===== config.mk =====
export PLATFORM = sky130hd
export DESIGN_NAME = ind_mem_unit
export DESIGN_NICKNAME = d
export VERILOG_FILES = /design/src/rtl/ind_mem_pkg.sv /design/src/rtl/ind_ptr_file.sv /design/src/rtl/ind_route.sv /design/src/rtl/ind_mem_unit.sv
export SDC_FILE = /design/constraint.sdc
export NUM_CORES = 1
export LEC_CHECK = 0
export ABC_CLOCK_PERIOD_IN_PS = 2000
export BUFFER_PORTS_ARGS = -buffer_cell sky130_fd_sc_hd__buf_4
export CAP_MARGIN = 10
export CELL_PAD_IN_SITES_DETAIL_PLACEMENT = 1
export CELL_PAD_IN_SITES_GLOBAL_PLACEMENT = 2
export CORE_ASPECT_RATIO = 1.75
export CORE_MARGIN = 2
export CORE_UTILIZATION = 28
export DETAILED_ROUTE_END_ITERATION = 7
export PLACE_DENSITY_LB_ADDON = 0.1
export RECOVER_POWER = 50
export SLEW_MARGIN = 20
export SYNTH_ARGS = -nofsm -noshare
export SYNTH_HDL_FRONTEND = slang
export SYNTH_SLANG_ARGS = --single-unit

===== constraint.sdc =====
create_clock -name clk -period 2 [get_ports clk]
set_input_delay 0.3 -clock clk [delete_from_list [all_inputs] [get_ports clk]]
set_output_delay 0.3 -clock clk [all_outputs]
set_load 0.05 [all_outputs]

===== src/rtl/ind_mem_pkg.sv =====
package ind_mem_pkg;

    // Where a data port access is routed
    typedef enum logic [1:0] {
        PT_DATA = 2'd0,
        PT_PROG = 2'd1,
        PT_SELF = 2'd2
    } port_tgt_e;

    // Register layout within each bank: ports first, pointer bytes from here
    localparam int PORT_BASE = 0;
    localparam int PTR_BASE  = 4;

endpackage


===== src/rtl/ind_ptr_file.sv =====
module ind_ptr_file #(
    parameter int NUM_PTR = 2,
    parameter int BYTE_W  = 8
) (
    input  logic                           clk,
    input  logic                           rst_n,
    input  logic                           wr_en,
    input  logic [((NUM_PTR > 1) ? $clog2(NUM_PTR) : 1)-1:0] wr_sel,
    input  logic                           wr_hi,
    input  logic [BYTE_W-1:0]              wr_data,
    output logic [2*BYTE_W-1:0]            ptr_q [NUM_PTR]
);
    localparam int PTR_W = 2 * BYTE_W;
    localparam int IDX_W = (NUM_PTR > 1) ? $clog2(NUM_PTR) : 1;

    logic [PTR_W-1:0] ptr_d [NUM_PTR];

    always_comb begin
        for (int i = 0; i < NUM_PTR; i++) begin
            ptr_d[i] = ptr_q[i];
            if (wr_en && wr_sel == IDX_W'(i)) begin
                if (wr_hi) ptr_d[i][PTR_W-1:BYTE_W] = wr_data;
                else       ptr_d[i][BYTE_W-1:0]     = wr_data;
            end
        end
    end

    always_ff @(posedge clk or negedge rst_n) begin
        if (!rst_n) begin
            for (int i = 0; i < NUM_PTR; i++) ptr_q[i] <= '0;
        end else begin
            for (int i = 0; i < NUM_PTR; i++) ptr_q[i] <= ptr_d[i];
        end
    end

    // A pointer not addressed by a write keeps its value
    for (genvar g = 0; g < NUM_PTR; g++) begin : g_hold_chk
        AST_PTR_HOLD: assert property (@(posedge clk) disable iff (!rst_n)
            !(wr_en && wr_sel == IDX_W'(g)) |=> $stable(ptr_q[g]));
    end

endmodule


===== src/rtl/ind_route.sv =====
module ind_route
    import ind_mem_pkg::*;
#(
    parameter int PTR_W      = 16,
    parameter int OFF_W      = 7,
    parameter int NUM_PTR    = 2
) (
    input  logic [PTR_W-1:0]  ptr,
    output port_tgt_e         tgt,
    output logic [PTR_W-2:0]  mem_addr
);
    localparam logic [OFF_W-1:0] PORT_LIMIT = OFF_W'(PORT_BASE + NUM_PTR);

    logic [OFF_W-1:0] bank_off;

    always_comb begin
        bank_off = ptr[OFF_W-1:0];
        mem_addr = ptr[PTR_W-2:0];
        if (ptr[PTR_W-1])
            tgt = PT_PROG;
        else if (bank_off < PORT_LIMIT)
            tgt = PT_SELF;
        else
            tgt = PT_DATA;
    end

endmodule


===== src/rtl/ind_mem_unit.sv =====
module ind_mem_unit
    import ind_mem_pkg::*;
#(
    parameter int NUM_PTR = 2,
    parameter int BYTE_W  = 8,
    parameter int PM_W    = 14,
    parameter int OFF_W   = 7
) (
    input  logic                   clk,
    input  logic                   rst_n,
    input  logic                   acc_valid,
    input  logic                   acc_we,
    input  logic [OFF_W-1:0]       acc_off,
    input  logic [BYTE_W-1:0]      acc_wdata,
    output logic [BYTE_W-1:0]      acc_rdata,
    output logic                   acc_rvalid,
    output logic                   stall,
    output logic                   dm_en,
    output logic                   dm_we,
    output logic [2*BYTE_W-2:0]    dm_addr,
    output logic [BYTE_W-1:0]      dm_wdata,
    input  logic [BYTE_W-1:0]      dm_rdata,
    output logic                   pm_en,
    output logic [2*BYTE_W-2:0]    pm_addr,
    input  logic [PM_W-1:0]        pm_rdata
);
    localparam int PTR_W = 2 * BYTE_W;
    localparam int IDX_W = (NUM_PTR > 1) ? $clog2(NUM_PTR) : 1;
    localparam logic [OFF_W-1:0] PORT_LO = OFF_W'(PORT_BASE);
    localparam logic [OFF_W-1:0] PORT_HI = OFF_W'(PORT_BASE + NUM_PTR);
    localparam logic [OFF_W-1:0] PREG_LO = OFF_W'(PTR_BASE);
    localparam logic [OFF_W-1:0] PREG_HI = OFF_W'(PTR_BASE + 2 * NUM_PTR);

    typedef struct packed {
        logic              stall;
        logic              pm_rd;
        logic              rvalid;
        logic [BYTE_W-1:0] rdata;
    } st_t;

    st_t st_d, st_q;

    logic [PTR_W-1:0] ptr_q [NUM_PTR];
    logic             accept;
    logic             port_hit;
    logic             preg_hit;
    logic             port_go;
    logic [OFF_W-1:0] port_rel;
    logic [OFF_W-1:0] preg_rel;
    logic [IDX_W-1:0] port_idx;
    logic [IDX_W-1:0] preg_idx;
    logic             preg_hi;
    logic [PTR_W-1:0] sel_ptr;
    logic [PTR_W-1:0] preg_val;
    port_tgt_e        tgt;
    logic [PTR_W-2:0] mem_addr;
    logic             pf_wr;
    logic             unused_bits;

    // ---------------- request decode ----------------
    always_comb begin
        accept   = acc_valid && !st_q.stall;
        port_hit = (acc_off >= PORT_LO) && (acc_off < PORT_HI);
        preg_hit = (acc_off >= PREG_LO) && (acc_off < PREG_HI);
        port_rel = acc_off - PORT_LO;
        preg_rel = acc_off - PREG_LO;
        port_idx = port_rel[IDX_W-1:0];
        preg_idx = preg_rel[IDX_W:1];
        preg_hi  = preg_rel[0];
        sel_ptr  = ptr_q[port_idx];
        preg_val = ptr_q[preg_idx];
        port_go  = accept && port_hit;
        pf_wr    = accept && acc_we && preg_hit;
    end

    assign unused_bits = ^{pm_rdata[PM_W-1:BYTE_W], port_rel[OFF_W-1:IDX_W],
                           preg_rel[OFF_W-1:IDX_W+1]};

    ind_ptr_file #(
        .NUM_PTR (NUM_PTR),
        .BYTE_W  (BYTE_W)
    ) u_ptr_file (
        .clk     (clk),
        .rst_n   (rst_n),
        .wr_en   (pf_wr),
        .wr_sel  (preg_idx),
        .wr_hi   (preg_hi),
        .wr_data (acc_wdata),
        .ptr_q   (ptr_q)
    );

    ind_route #(
        .PTR_W   (PTR_W),
        .OFF_W   (OFF_W),
        .NUM_PTR (NUM_PTR)
    ) u_route (
        .ptr      (sel_ptr),
        .tgt      (tgt),
        .mem_addr (mem_addr)
    );

    // ---------------- memory strobes ----------------
    always_comb begin
        dm_en    = port_go && (tgt == PT_DATA);
        dm_we    = dm_en && acc_we;
        dm_addr  = mem_addr;
        dm_wdata = acc_wdata;
        pm_en    = port_go && (tgt == PT_PROG) && !acc_we;
        pm_addr  = mem_addr;
    end

    // ---------------- next state ----------------
    always_comb begin
        st_d        = '0;
        if (st_q.pm_rd) begin
            st_d.rvalid = 1'b1;
            st_d.rdata  = pm_rdata[BYTE_W-1:0];
        end else if (port_go) begin
            unique case (tgt)
                PT_PROG: begin
                    st_d.stall = 1'b1;
                    st_d.pm_rd = !acc_we;
                end
                PT_DATA: begin
                    st_d.rvalid = !acc_we;
                    st_d.rdata  = acc_we ? '0 : dm_rdata;
                end
                default: begin
                    st_d.rvalid = !acc_we;
                end
            endcase
        end else if (accept && preg_hit && !acc_we) begin
            st_d.rvalid = 1'b1;
            st_d.rdata  = preg_hi ? preg_val[PTR_W-1:BYTE_W] : preg_val[BYTE_W-1:0];
        end
    end

    always_ff @(posedge clk or negedge rst_n) begin
        if (!rst_n) st_q <= '0;
        else        st_q <= st_d;
    end

    assign stall      = st_q.stall;
    assign acc_rvalid = st_q.rvalid;
    assign acc_rdata  = st_q.rdata;

    // ---------------- checks ----------------
    AST_PATH_EXCL:    assert property (@(posedge clk) disable iff (!rst_n)
        !(dm_en && pm_en));
    AST_PM_STALL:     assert property (@(posedge clk) disable iff (!rst_n)
        pm_en |=> stall);
    AST_STALL_ONE:    assert property (@(posedge clk) disable iff (!rst_n)
        stall |=> !stall);
    AST_PM_DATA_NEXT: assert property (@(posedge clk) disable iff (!rst_n)
        (stall && $past(pm_en)) |=> acc_rvalid);
    AST_STALL_QUIET:  assert property (@(posedge clk) disable iff (!rst_n)
        stall |-> (!dm_en && !pm_en && !acc_rvalid));

endmodule


== Word-level counts from Yosys, hierarchy flattened ==
Index checks and enable logic that the tools add are counted.

* Register bits after elaboration: 43
* Output and inout port bits: 51
* Input bits: 41
* Word-level logic and storage cells: 60

* Mux-type cells: 18
* $add $sub $neg: 1
* Reduce and logical (&&, ||, !) cells: 21
* Magnitude comparators: 7
* Eq/ne operators: 1
* Bitwise operators: 4

{| class="wikitable"
|+ Operators with widths
! operator !! count
|-
| 16-bit two-way mux || 6
|-
| 9-bit two-way mux || 3
|-
| 8-bit two-way mux || 3
|-
| 1-bit logical AND || 14
|-
| 7-bit by 2-bit < comparator with 1-bit output, second input constant || 2
|-
| 2-bit two-way mux || 5
|-
| 2-bit AND reduction || 4
|-
| 7-bit by 1-bit greater-or-equal comparator with 1-bit output, second input constant || 1
|-
| 7-bit by 3-bit greater-or-equal comparator with 1-bit output, second input constant || 1
|-
| 7-bit by 4-bit < comparator with 1-bit output, second input constant || 1
|-
| 2-bit greater-or-equal comparator, second input constant || 2
|-
| 1-bit NOT with 2-bit output || 2
|-
| 2-bit by 1-bit equality test with 1-bit output, second input constant || 1
|-
| 1-bit logical NOT || 2
|-
| 2-bit logical NOT || 1
|-
| 1-bit NOT || 2
|-
| 2-bit by 1-bit subtractor with 2-bit output, second input constant || 1
|-
| 1-bit two-way mux || 1
|}

== Depth between registers and ports, before layout ==
* Depth after elaboration: 11
* Mapped depth: 6
* Gate-level depth less buffers: 4

== By module ==
A second synthesis with hierarchy kept.

* Cell total of the unflattened synthesis: 210
* Area, all modules: 2,592.5 um2

{| class="wikitable"
|+ Modules (own cells, without submodules)
! module !! instances !! cells an instance !! area an instance (um2)
|-
| ind_mem_unit || 1 || 124 || 1,239.9
|-
| ind_ptr_file || 1 || 68 || 1,212.4
|-
| ind_route || 1 || 18 || 140.1
|}

== Worst setup path before layout ==
No wires, ideal clock.

* Kind: register -> output
* From: reg st_q, in the netlist stall
* To: out dm_we
* Arrival: 2,722 ps
* Stages on the path, launching flop included: 4
* Setup slack: -1,022 ps
* Path buffers: 0
* Required time: 1,700 ps
* Path through: dfrtp_1 > nor4b_4 > nand2_1 > nor4_1

* Longest elaborated chain between the ends: 5

{| class="wikitable"
|+ Ends and longest elaborated chain
! what !! RTL line !! text
|-
| from (decl) || ind_mem_unit.sv:41 || <nowiki>st_t st_d, st_q;</nowiki>
|-
| from (signal assigned) || ind_mem_unit.sv:140 || <nowiki>else st_q <= st_d;</nowiki>
|-
| 1-bit logical NOT || ind_mem_unit.sv:62 || <nowiki>accept = acc_valid && !st_q.stall;</nowiki>
|-
| 1-bit logical AND || ind_mem_unit.sv:62 ||
|-
| 1-bit logical AND || ind_mem_unit.sv:72 || <nowiki>port_go = accept && port_hit;</nowiki>
|-
| 1-bit logical AND || ind_mem_unit.sv:104 || <nowiki>dm_en = port_go && (tgt == PT_DATA);</nowiki>
|-
| 1-bit logical AND || ind_mem_unit.sv:105 || <nowiki>dm_we = dm_en && acc_we;</nowiki>
|-
| to (decl) || ind_mem_unit.sv:19 || <nowiki>output logic dm_we,</nowiki>
|}

No other way between the ends.

== Final worst setup path ==
* From: reg u_ptr_file.ptr_q[3] (netlist name)
* To: out dm_we

* Longest elaborated chain between the ends: 9

{| class="wikitable"
|+ Ends and longest elaborated chain
! what !! RTL line !! text
|-
| from (decl) || ind_ptr_file.sv:11 || <nowiki>output logic [2*BYTE_W-1:0] ptr_q [NUM_PTR]</nowiki>
|-
| 16-bit two-way mux (implied by the code) (3 in series) || ind_mem_unit.sv:70 || <nowiki>sel_ptr = ptr_q[port_idx];</nowiki>
|-
| 7-bit by 2-bit < comparator with 1-bit output || ind_route.sv:21 || <nowiki>else if (bank_off < PORT_LIMIT)</nowiki>
|-
| 2-bit two-way mux || ind_route.sv:21 ||
|-
| 2-bit two-way mux || ind_route.sv:19 || <nowiki>if (ptr[PTR_W-1])</nowiki>
|-
| 2-bit logical NOT || ind_mem_unit.sv:104 ||
|-
| 1-bit logical AND || ind_mem_unit.sv:104 ||
|-
| 1-bit logical AND || ind_mem_unit.sv:105 ||
|}

No other way between the ends. The select of a mux whose other input is x is not followed.

==> out/metrics.yaml <==
logic_synthesis:
  synth_area_sq_um: 2540
  async_reset_ff_frac: 1.00
  synth_ff_type: "dfrtp_1"
  synth_edf_count: 0
  synthTopCellsByArea: "dfrtp_1, mux2_2, buf_4, mux2i_1, a22oi_1"
  synth_top_area_share: 0.424
  ys_seq_area_frac: 0.424
  syn-instance-count: 217
  ys_types: 32
  avgSynthCellArea_sq_um: 11.7
  synthesis.nets: 258
  ys_warn_count: 0
  synth.ff_latch_count: 43
  synth_area_leader_cell: "dfrtp_1"
drt:
  routedWlPerCell_um: 16.5
  dr.first_iter.drc_count: 42
  wirelength_um: 6880
  num_vias: 1927
  vias_per_cell: 4.62
  final_antenna_net_count: 0
  dr.pass1.iters: 4
  drc: 0
worst_setup_path:
  crit_path_top_delay_cell: "or4b_4"
  required_ns: 1.70
  worstSetupStartpointType: "flop"
  crit_buf_inv: 1
  endpoint_kind: "output pin"
  crit_chain: "or4b_4 > o22ai_4 > and2_4 > nor4_4 > buf_6"
  critPathTopFamily: "simple AND/OR/NAND/NOR gates"
  critPathMaxFanout: 2
  cp.arrival_ns: 1.79
  path_class: "reg -> out"
  cpPeakStageDelay_ns: 0.55
sta:
  skew_ns: 0.00498
  hold_viol: 0
  report.final.slew_viol_count: 0
  setup_viol_count_final: 2
  timing.hold.ws_ns: 0.220
  worstMarginPinSlew_ns: 1.12
  fin_crit_sh: 1.05
  setup_ws_ns: -0.0933
  rsz0062_at_grt: "yes"
  fin_setup_tns_ns: -0.186
  period_needed_ns: 2.09
  slew-limit-headroom: 0.256
  fmax_mhz: 478
die:
  die_area_sq_um: 9870
  start_util: 0.284
  core_area_sq_um: 8920
  rows: 46
  die_w_um: 76.0
  io_pins: 92
  fp.dieH_um: 130
outcome:
  status: "finished, violations left"
  violations: "setup timing"
final_layout:
  fin_util: 0.382
  area_growth_pct: 34.2
  design_area_sq_um: 3400
  final_cell_mix: "buf_4, mux2_2, dfrtp_1"
  fin_nets: 338
  num-fill-cells: 1021
  layout_commonest_cell: "buf_4"
  drive_above_1_share: 0.545
  num_antenna_cells: 0
power:
  vdd_drop_max_uv: 465
  p_int_mw: 1.68
  pwr-share-comb: 0.210
  p_per_area_nw_per_um2: 684
  pwr-share-clk: 0.392
  sw_frac_of_total: 0.279
  power_frac_seq: 0.398
  p_leak_nw: 1.69
  power.switching_mw: 0.649
global_route:
  gr-total-overflow: 0
  grt.total_usage: 0.147
  grt_pass1_vias: 2116
  grt_pass1_wl_um: 11100
  antenna_found_initial: 0
  grt_max_degree: 44
place:
  io_buffers: 85
  placed_area_sq_um: 3260
  place.gp.congestion: 0.702
  dp_hpwl_um: 5210
clock_network:
  cts_made_buffers: 5
  cts_tree: "done"
  clock_path_buffers: 2
  h-tree-depth: 2
  cts.clk_slew.worst_paths_ns: 0.06
  cts_hold_buf: 0
  cts_root_buffer: "clkbuf_16"
  clk_latency_ns: 0.29
  cts_sinks: 43
run:
  maxCapViolCount: 0
worst_hold_path:
  hold_path.class: "in -> async"
## power by group through the flow
stage               sequential, mW  combinational, mW  clock [mW]
floorplan                    0.936              0.322           0
global placement             0.940              0.488           0
detailed placement           0.941              0.491           0
CTS                          0.927              0.507       0.948
global route                 0.932              0.522       0.976
finish                       0.927              0.489       0.912
## state kept, by name, indices dropped and copies added, names as in the netlist
register          count
acc_rdata             8
u_ptr_file.ptr_q     32
acc_rvalid            1
stall                 1
st_q                  1
## kinds of logic after synthesis
logic type      after synthesis  share of synthesized area
compound gates               22                     0.0607
mux                          65                      0.280
buf+inv                      39                      0.105
flops                        43                      0.424
simple gates                 48                      0.130
## timing repair
item / in CTS / in global routing
buffers inserted: 2 / 2
pin swaps: 3 / 7
gates resized for setup: 8 / 1
endpoints found under the setup margin: 3 / 14
## synthesized netlist by cell type (2+ instances only)
library cell  instances
a22oi_1               8
a41o_2                2
buf_1                 3
buf_2                 3
buf_4                31
dfrtp_1              43
mux2_2               48
mux2i_1              17
nand2_1              10
nand2b_1              9
nand3_1               9
nor2_1                4
nor3_1                3
nor3b_4               2
o21ai_0               8
## per-stage QoR
step / std cells / power (mW) / setup WS [ns]
final: 417 / 2.33 / -0.0933
after global routing: 417 / 2.43 / -0.139
after CTS: 415 / 2.38 / -0.135
after detailed placement: 406 / 1.43 / -0.139
after global placement: 406 / 1.43 / -0.119
after floorplan: 217 / 1.26 / 0.0178
## path summary, 6_finish.rpt
check / cells past startpoint / to / from / slack (ns)
max: 5 / dm_we / u_ptr_file.ptr_q[3] / -0.09
min: 1 / acc_rdata[2] / rst_n / 0.22
max reg2reg: 6 / u_ptr_file.ptr_q[4] / stall / 0.10
min reg2reg: 1 / u_ptr_file.ptr_q[7] / u_ptr_file.ptr_q[7] / 0.52
max in group asynchronous: 1 / stall / rst_n / 1.04
min in group clk: 3 / acc_rdata[2] / dm_rdata[2] / 0.26
## layer usage
| metal | share of wire | track usage | vias up |
|---|---|---|---|
| met2 | 0.55 | 0.288 | 54 |
| li1 | - | - | 913 |
| met3 | 0.041 | 0.0297 | 6 |
| met1 | 0.39 | 0.154 | 954 |
| met4 | 0.016 | 0.0545 | 0 |
| met5 | 0 | 0 | - |
## cell type report
class,count,area [sq um],area share
multi-input combinational,135,1250,0.366
sequential,43,1080,0.316
timing repair buffer,111,767,0.225
tap,120,150,0.0441
clock buffer,6,129,0.0379
clock inverter,1,30.0,0.00882
inverter,1,3.75,0.00110
Note: power is estimated with default switching activity, not from simulation.
